File: src/rtl/hmbx_pkg.sv
package hmbx_pkg;
    typedef enum logic [1:0] {
        STB_IDLE  = 2'd0,
        STB_WRITE = 2'd1,
        STB_READ  = 2'd2
    } stb_state_t;

    localparam int STAT_OBF = 0;
    localparam int STAT_IBF = 1;
    localparam int STAT_CMD = 3;
    localparam logic [7:0] STAT_RO_MASK = 8'b0000_1011;

    localparam int OFS_DATA = 0;
    localparam int OFS_STAT = 1;
    localparam int OFS_CTRL = 2;
    localparam int CH_SPAN  = 4;
endpackage

File: src/rtl/hmbx_sync.sv
module hmbx_sync #(
    parameter int STAGES = 2,
    parameter int WIDTH  = 1
) (
    input  logic             clk,
    input  logic             rst_n,
    input  logic [WIDTH-1:0] d,
    output logic [WIDTH-1:0] q
);
    logic [WIDTH-1:0] chain [STAGES];

    always_ff @(posedge clk or negedge rst_n) begin
        if (!rst_n) begin
            for (int i = 0; i < STAGES; i++) chain[i] <= '0;
        end else begin
            chain[0] <= d;
            for (int i = 1; i < STAGES; i++) chain[i] <= chain[i-1];
        end
    end

    assign q = chain[STAGES-1];
endmodule

File: src/rtl/hmbx_strobe_fsm.sv
module hmbx_strobe_fsm
    import hmbx_pkg::*;
(
    input  logic clk,
    input  logic rst_n,
    input  logic wr_act,
    input  logic rd_act,
    output logic wr_done,
    output logic rd_done
);
    stb_state_t state, state_nxt;

    always_ff @(posedge clk or negedge rst_n) begin
        if (!rst_n) state <= STB_IDLE;
        else        state <= state_nxt;
    end

    always_comb begin
        state_nxt = state;
        unique case (state)
            STB_IDLE: begin
                if (wr_act)      state_nxt = STB_WRITE;
                else if (rd_act) state_nxt = STB_READ;
            end
            STB_WRITE: if (!wr_act) state_nxt = STB_IDLE;
            STB_READ:  if (!rd_act) state_nxt = STB_IDLE;
            default:   state_nxt = STB_IDLE;
        endcase
    end

    always_comb begin
        wr_done = 1'b0;
        rd_done = 1'b0;
        unique case (state)
            STB_WRITE: wr_done = !wr_act;
            STB_READ:  rd_done = !rd_act;
            default: ;
        endcase
    end

    // a completion pulse never lasts two cycles
    p_wr_once_r10: assert property (@(posedge clk) disable iff (!rst_n)
        wr_done |=> !wr_done);
    p_rd_once_r10: assert property (@(posedge clk) disable iff (!rst_n)
        rd_done |=> !rd_done);
endmodule

File: src/rtl/hmbx_channel.sv
module hmbx_channel
    import hmbx_pkg::*;
(
    input  logic       clk,
    input  logic       rst_n,
    input  logic       wr_done,
    input  logic       rd_done,
    input  logic [7:0] hst_din,
    input  logic       hst_a0,
    input  logic       slv_data_wr,
    input  logic       slv_data_rd,
    input  logic       slv_stat_wr,
    input  logic       slv_ctrl_wr,
    input  logic [7:0] slv_wdata,
    output logic [7:0] in_byte,
    output logic [7:0] out_byte,
    output logic [7:0] status,
    output logic       irq_sel,
    output logic       irq,
    output logic       obf,
    output logic       ibf
);
    logic       cmd_flag;
    logic [7:0] gp_bits;

    always_ff @(posedge clk or negedge rst_n) begin
        if (!rst_n) begin
            in_byte  <= '0;
            out_byte <= '0;
            cmd_flag <= 1'b0;
            gp_bits  <= '0;
            irq_sel  <= 1'b0;
            irq      <= 1'b0;
            obf      <= 1'b0;
            ibf      <= 1'b0;
        end else begin
            if (wr_done) begin
                in_byte  <= hst_din;
                cmd_flag <= hst_a0;
                ibf      <= 1'b1;
            end else if (slv_data_rd) begin
                ibf <= 1'b0;
            end
            if (slv_data_wr) begin
                out_byte <= slv_wdata;
                obf      <= 1'b1;
            end else if (rd_done && !hst_a0) begin
                obf <= 1'b0;
            end
            if (slv_stat_wr) gp_bits <= slv_wdata & ~STAT_RO_MASK;
            if (slv_ctrl_wr) irq_sel <= slv_wdata[0];
            irq <= wr_done && (!irq_sel || !hst_a0);
        end
    end

    always_comb begin
        status           = gp_bits;
        status[STAT_OBF] = obf;
        status[STAT_IBF] = ibf;
        status[STAT_CMD] = cmd_flag;
    end

    p_ibf_set_r4: assert property (@(posedge clk) disable iff (!rst_n)
        wr_done |=> ibf);
    p_obf_set_r5: assert property (@(posedge clk) disable iff (!rst_n)
        slv_data_wr |=> obf);
    p_ro_bits_r7: assert property (@(posedge clk) disable iff (!rst_n)
        (slv_stat_wr && !wr_done && !rd_done && !slv_data_wr && !slv_data_rd)
        |=> ((status & STAT_RO_MASK) == $past(status & STAT_RO_MASK)));
    p_irq_cmd_masked_r8: assert property (@(posedge clk) disable iff (!rst_n)
        (wr_done && hst_a0 && irq_sel) |=> !irq);
    p_irq_pulse_r8: assert property (@(posedge clk) disable iff (!rst_n)
        irq |=> !irq);
    p_stat_read_keeps_obf_r10: assert property (@(posedge clk) disable iff (!rst_n)
        (rd_done && hst_a0 && obf) |=> obf);
endmodule

File: src/rtl/host_mailbox.sv
module host_mailbox
    import hmbx_pkg::*;
#(
    parameter int CHANNELS    = 2,
    parameter int SYNC_STAGES = 2,
    localparam int ADDR_W     = $clog2(CHANNELS * CH_SPAN)
) (
    input  logic                clk,
    input  logic                rst_n,
    input  logic [CHANNELS-1:0] hst_cs_n,
    input  logic                hst_rd_n,
    input  logic                hst_wr_n,
    input  logic                hst_a0,
    input  logic [7:0]          hst_din,
    output logic [7:0]          hst_dout,
    output logic                hst_doe,
    input  logic [ADDR_W-1:0]   loc_addr,
    input  logic                loc_wr,
    input  logic                loc_rd,
    input  logic [7:0]          loc_wdata,
    output logic [7:0]          loc_rdata,
    output logic [CHANNELS-1:0] loc_irq,
    output logic [CHANNELS-1:0] obf_pin,
    output logic [CHANNELS-1:0] ibf_pin
);
    logic [7:0] in_v   [CHANNELS];
    logic [7:0] out_v  [CHANNELS];
    logic [7:0] stat_v [CHANNELS];
    logic       sel_v  [CHANNELS];

    for (genvar c = 0; c < CHANNELS; c++) begin : g_ch
        logic [1:0] act_raw, act_sync;
        logic       wr_done, rd_done;
        logic       hit_data, hit_stat, hit_ctrl;

        assign act_raw  = {!hst_cs_n[c] && !hst_wr_n, !hst_cs_n[c] && !hst_rd_n};
        assign hit_data = (loc_addr == ADDR_W'(c * CH_SPAN + OFS_DATA));
        assign hit_stat = (loc_addr == ADDR_W'(c * CH_SPAN + OFS_STAT));
        assign hit_ctrl = (loc_addr == ADDR_W'(c * CH_SPAN + OFS_CTRL));

        hmbx_sync #(.STAGES(SYNC_STAGES), .WIDTH(2)) i_sync (
            .clk(clk), .rst_n(rst_n), .d(act_raw), .q(act_sync)
        );

        hmbx_strobe_fsm i_fsm (
            .clk(clk), .rst_n(rst_n),
            .wr_act(act_sync[1]), .rd_act(act_sync[0]),
            .wr_done(wr_done), .rd_done(rd_done)
        );

        hmbx_channel i_chan (
            .clk(clk), .rst_n(rst_n),
            .wr_done(wr_done), .rd_done(rd_done),
            .hst_din(hst_din), .hst_a0(hst_a0),
            .slv_data_wr(loc_wr && hit_data),
            .slv_data_rd(loc_rd && hit_data),
            .slv_stat_wr(loc_wr && hit_stat),
            .slv_ctrl_wr(loc_wr && hit_ctrl),
            .slv_wdata(loc_wdata),
            .in_byte(in_v[c]), .out_byte(out_v[c]), .status(stat_v[c]),
            .irq_sel(sel_v[c]), .irq(loc_irq[c]),
            .obf(obf_pin[c]), .ibf(ibf_pin[c])
        );
    end

    always_comb begin
        loc_rdata = '0;
        for (int c = 0; c < CHANNELS; c++) begin
            if (loc_addr == ADDR_W'(c * CH_SPAN + OFS_DATA)) loc_rdata = in_v[c];
            if (loc_addr == ADDR_W'(c * CH_SPAN + OFS_STAT)) loc_rdata = stat_v[c];
            if (loc_addr == ADDR_W'(c * CH_SPAN + OFS_CTRL)) loc_rdata = {7'b0, sel_v[c]};
        end
    end

    always_comb begin
        hst_dout = '0;
        for (int c = CHANNELS - 1; c >= 0; c--) begin
            if (!hst_cs_n[c]) hst_dout = hst_a0 ? stat_v[c] : out_v[c];
        end
        hst_doe = !(&hst_cs_n) && !hst_rd_n;
    end

    p_doe_r6: assert property (@(posedge clk) disable iff (!rst_n)
        (hst_rd_n || (&hst_cs_n)) |-> !hst_doe);
endmodule

File: config.mk
export PLATFORM = sky130hd
export DESIGN_NAME = host_mailbox
export DESIGN_NICKNAME = d
export VERILOG_FILES = /design/src/rtl/hmbx_pkg.sv /design/src/rtl/hmbx_sync.sv /design/src/rtl/hmbx_strobe_fsm.sv /design/src/rtl/hmbx_channel.sv /design/src/rtl/host_mailbox.sv
export SDC_FILE = /design/constraint.sdc
export NUM_CORES = 1
export LEC_CHECK = 0
export BUFFER_PORTS_ARGS = -buffer_cell sky130_fd_sc_hd__buf_4
export CELL_PAD_IN_SITES_DETAIL_PLACEMENT = 0
export CELL_PAD_IN_SITES_GLOBAL_PLACEMENT = 1
export CORE_MARGIN = 1
export CORE_UTILIZATION = 46
export CTS_CLUSTER_SIZE = 25
export DETAILED_ROUTE_END_ITERATION = 7
export PLACE_DENSITY = 0.87
export SYNTH_ARGS = -nofsm -noshare
export SYNTH_HDL_FRONTEND = slang
export SYNTH_SLANG_ARGS = --single-unit
File: constraint.sdc
create_clock -name clk -period 1.7 [get_ports clk]
set_input_delay 0.255 -clock clk [delete_from_list [all_inputs] [get_ports clk]]
set_output_delay 0.255 -clock clk [all_outputs]
set_load 0.03 [all_outputs]
==> summary.md <==
| Metric | Value |
|---|---|
| Status | complete, but fails checks |
| Failing checks | negative setup slack |
| Vias in the first global route | roughly 2.0k |
| Hold Startpoint | hst_wr_n |
| N_diodes | 0 |
| 1st-iter DRT viols | 97 |
| Yosys reg bits | between 60 and 70 |
| DR vias | ~1.9k |
| Gp weighted congestion | 0.718 |
| Syn avg cell area | ~15 um^2 |
| Net Sw Frac | 0.276 |
| Die width | roughly 82 um |
| Pin count of the biggest net entering global routing | 37 |
| Share of post-route cells with drive strength above 1 | 0.573 |
| CP startpoint | g_ch[0].i_chan.irq_sel |
| Maximum clock path buffer count | 2 |
| Clock Sinks | 64 |
| Cell Count, Final, Fillers Out | roughly 350 |
| Kind of critical path | flip-flop to output port |
| RSZ-0062 raised after global routing | yes |
| Synth Net Count | ~230 |
| Layout net count | between 200 and 300 |
| Inst Count DP | about 310 |
| Relative slew slack | 0.705 |
| Post-route setup slack | -0.158 ns |
| Worst EP arrival | ~1.6 ns |
| Num rows | 28 |
| Wirelength per Cell | about 18 um |
| Combinational power share | 0.278 |
| Fin crit share | 1.09 |
| Tightest Pin Transition | 0.442 ns |
| Mean number of vias per cell | 5.42 |
| Starting Density | 0.487 |
| Residual DRC count | 0 |
| 1st-pass router iterations | 4 |
| Clk_lat worst skew | between 0.3 and 0.4 ns |
| Reg-to-reg critical path startpoint | g_ch[0].i_fsm.state[0] |
| H-tree depth | 3 |
| Net Sw Power | 1.25 mW |
| Area grow syn2layout | 29.3% |
| Required time of the critical path | between 1 and 1.5 ns |
| Clock-pin slew on the worst setup and hold paths | roughly 0.060 ns |
| Initial antenna violation count | 0 |
| # port buffers | 50 |
| Register area share after synthesis | 0.543 |
| Area of the mapped netlist | 2950 um^2 |
| CP max FO | 3 |
| Min Tclk post-route | approximately 1.9 ns |
| Hold Crit Class | input pin to flip-flop |
| CP cell instances | mux2_2 > mux4_2 > buf_6 |
| Die height | roughly 82 um |
| Clock Skews | 0.00819 ns |
| Final global-route overflow total | 0 |
| Setup crit end kind | output port |
| # setup viols final | 8 |
| TritonCTS clock tree | done |
| FMAX | between 0.5 and 0.6 GHz |
| I/O pin cnt | between 50 and 60 |
| Slew Viols, Final | 0 |
| Clock share of power | 0.287 |
| Gate Count Post-Synth | 200 |
| Core area | 6060 um^2 |
| Max-Cap Viols | 0 |
| Final Hold Fails | 0 |
| Worst path slowest cell | mux4_2 |
| First-pass GRT wire length | between 10000 and 15000 um |
| Final ANT Viol Nets | 0 |
| Num CTS Buffers | 9 |
| WL final | between 6000 and 7000 um |
| Root Buffer | clkbuf_8 |
| Crit path launch type | flip-flop |
| Max incr delay on CP | between 0.4 and 0.5 ns |
| Leakage | 1.76 nW |
| Overall routing resource usage | 0.215 |
| P_int | 3.27 mW |
| Count of cell types in the netlist | 25 |
| Power density over the cells | between 1000 and 1500 nW/um^2 |
| Post-DP HPWL | 4230 um |
| Filler cells | 485 |
| Largest vdd supply drop | 0.000610 V |
| Number of synthesis warnings | 0 |
| Fin util | 0.629 |
| Seq pwr share | 0.435 |
| Total Die Area | between 6000 and 7000 um^2 |
==> worst max-delay path, delay by kind of cell, from the launching register on <==
family   cells  cell delay [ns]
mux          2             0.72
flops        1             0.39
buf+inv      1             0.15
==> power groups by stage <==
stage	Sequential (mW)	Combinational, mW	Clock [mW]
after floorplan	1.94	0.743	0
after global placement	2.00	0.997	0
after detailed placement	2.02	1.03	0
after CTS	1.97	1.20	1.32
after global routing	2.00	1.35	1.39
final	1.97	1.26	1.30
==> cell usage after synthesis <==
cell type	number	area [um^2]
dfrtp_1	64	1600
mux2_2	48	541
mux2i_1	16	160
buf_4	9	67.6
nor2b_1	9	56.3
o22ai_1	8	50.1
mux4_2	6	135
buf_2	5	25.0
a21o_1	4	30.0
clkbuf_1	4	15.0
nor2_1	4	15.0
nor3b_1	4	30.0
a21boi_0	2	15.0
and2b_1	2	15.0
and4bb_2	2	25.0
mux4_1	2	52.6
nand4b_1	2	17.5
or4b_2	2	20.0
a21oi_1	1	5.00
buf_6	1	11.3
nand2b_1	1	6.26
nand4bb_1	1	11.3
nor4b_4	1	23.8
nor4bb_1	1	10.0
or4b_1	1	10.0
==> logic make-up after synthesis <==
| group | count (synthesis) | synth area share |
|---|---|---|
| AOI/OAI and AO/OA | 15 | 0.0339 |
| buffers and inverters | 19 | 0.0403 |
| DFF | 64 | 0.543 |
| muxes | 72 | 0.301 |
| and+or+nand+nor | 30 | 0.0815 |
==> cells in the final DEF, fill, tap and decap left out, types with 2 or more instances in the layout <==
cell	instances
a21boi_0	2
a21o_1	4
and2b_1	2
and4bb_2	2
buf_12	3
buf_4	65
buf_6	8
clkbuf_1	2
clkbuf_8	11
clkinv_2	2
dfrtp_1	64
mux2_2	47
mux2i_1	16
mux4_2	8
nand4b_1	2
nor2_1	4
nor2b_1	3
nor2b_4	6
nor3b_1	4
o22ai_1	8
or4b_2	2
==> sequential cells by signal, indices dropped and copies added, names as in the netlist <==
name	count
g_ch.i_chan.cmd_flag	2
g_ch.i_chan.gp_bits	10
g_ch.i_chan.ibf	2
g_ch.i_chan.in_byte	16
g_ch.i_chan.irq	2
g_ch.i_chan.irq_sel	2
g_ch.i_chan.obf	2
g_ch.i_chan.out_byte	16
g_ch.i_fsm.state	4
g_ch.i_sync.chain	4
g_ch.i_sync.q	4
==> through the flow <==
stage | power, mW | hold WS (ns) | instance area [um^2] | setup WS (ns) | TNS [ns]
after CTS | 4.49 | 0.0647 | 3750 | -0.173 | -0.440
final | 4.52 | 0.0757 | 3810 | -0.158 | -0.332
after floorplan | 2.69 | -0.0406 | 2950 | 0.138 | 0
after detailed placement | 3.04 | 0.204 | 3400 | 0.0461 | 0
after global placement | 3.00 | 0.198 | 3400 | 0.0779 | 0
after global routing | 4.74 | 0.0630 | 3810 | -0.198 | -0.650
==> metal layers <==
metal	global-route usage	part of all wire
met1	0.253	0.41
met2	0.364	0.53
met3	0.0422	0.033
met4	0.123	0.022
met5	0	0
==> worst paths after layout <==
kind / end / slack (ns) / cells past startpoint
worst min register to register: g_ch[0].i_sync.q[1] / 0.34 / 0
min in group asynchronous: g_ch[0].i_sync.q[1] / 0.38 / 2
worst max-delay path: loc_rdata[0] / -0.16 / 3
max in group asynchronous: g_ch[0].i_chan.gp_bits[5] / 0.81 / 3
worst min-delay path: g_ch[0].i_sync.chain[3] / 0.08 / 2
worst max register to register: g_ch[0].i_chan.obf / 0.37 / 2
==> area by class of cell <==
type | count | area (um^2) | share of cell area
sequential | 64 | 1600 | 0.420
multi-input combinational | 117 | 1270 | 0.333
timing repair buffer | 77 | 648 | 0.170
clock buffer | 13 | 159 | 0.0417
tap | 75 | 93.8 | 0.0246
clock inverter | 3 | 40.0 | 0.0105
==> timing repair <==
| item | CTS | global route |
|---|---|---|
| setup endpoints to repair | 8 | 9 |
| setup buffers | 13 | 6 |
| pin swaps | 0 | 2 |
| endpoints found under the hold margin | 28 | 0 |
| resized for setup | 15 | 5 |
| hold buffers | 1 | 0 |
(Power assumes the default switching activity.)
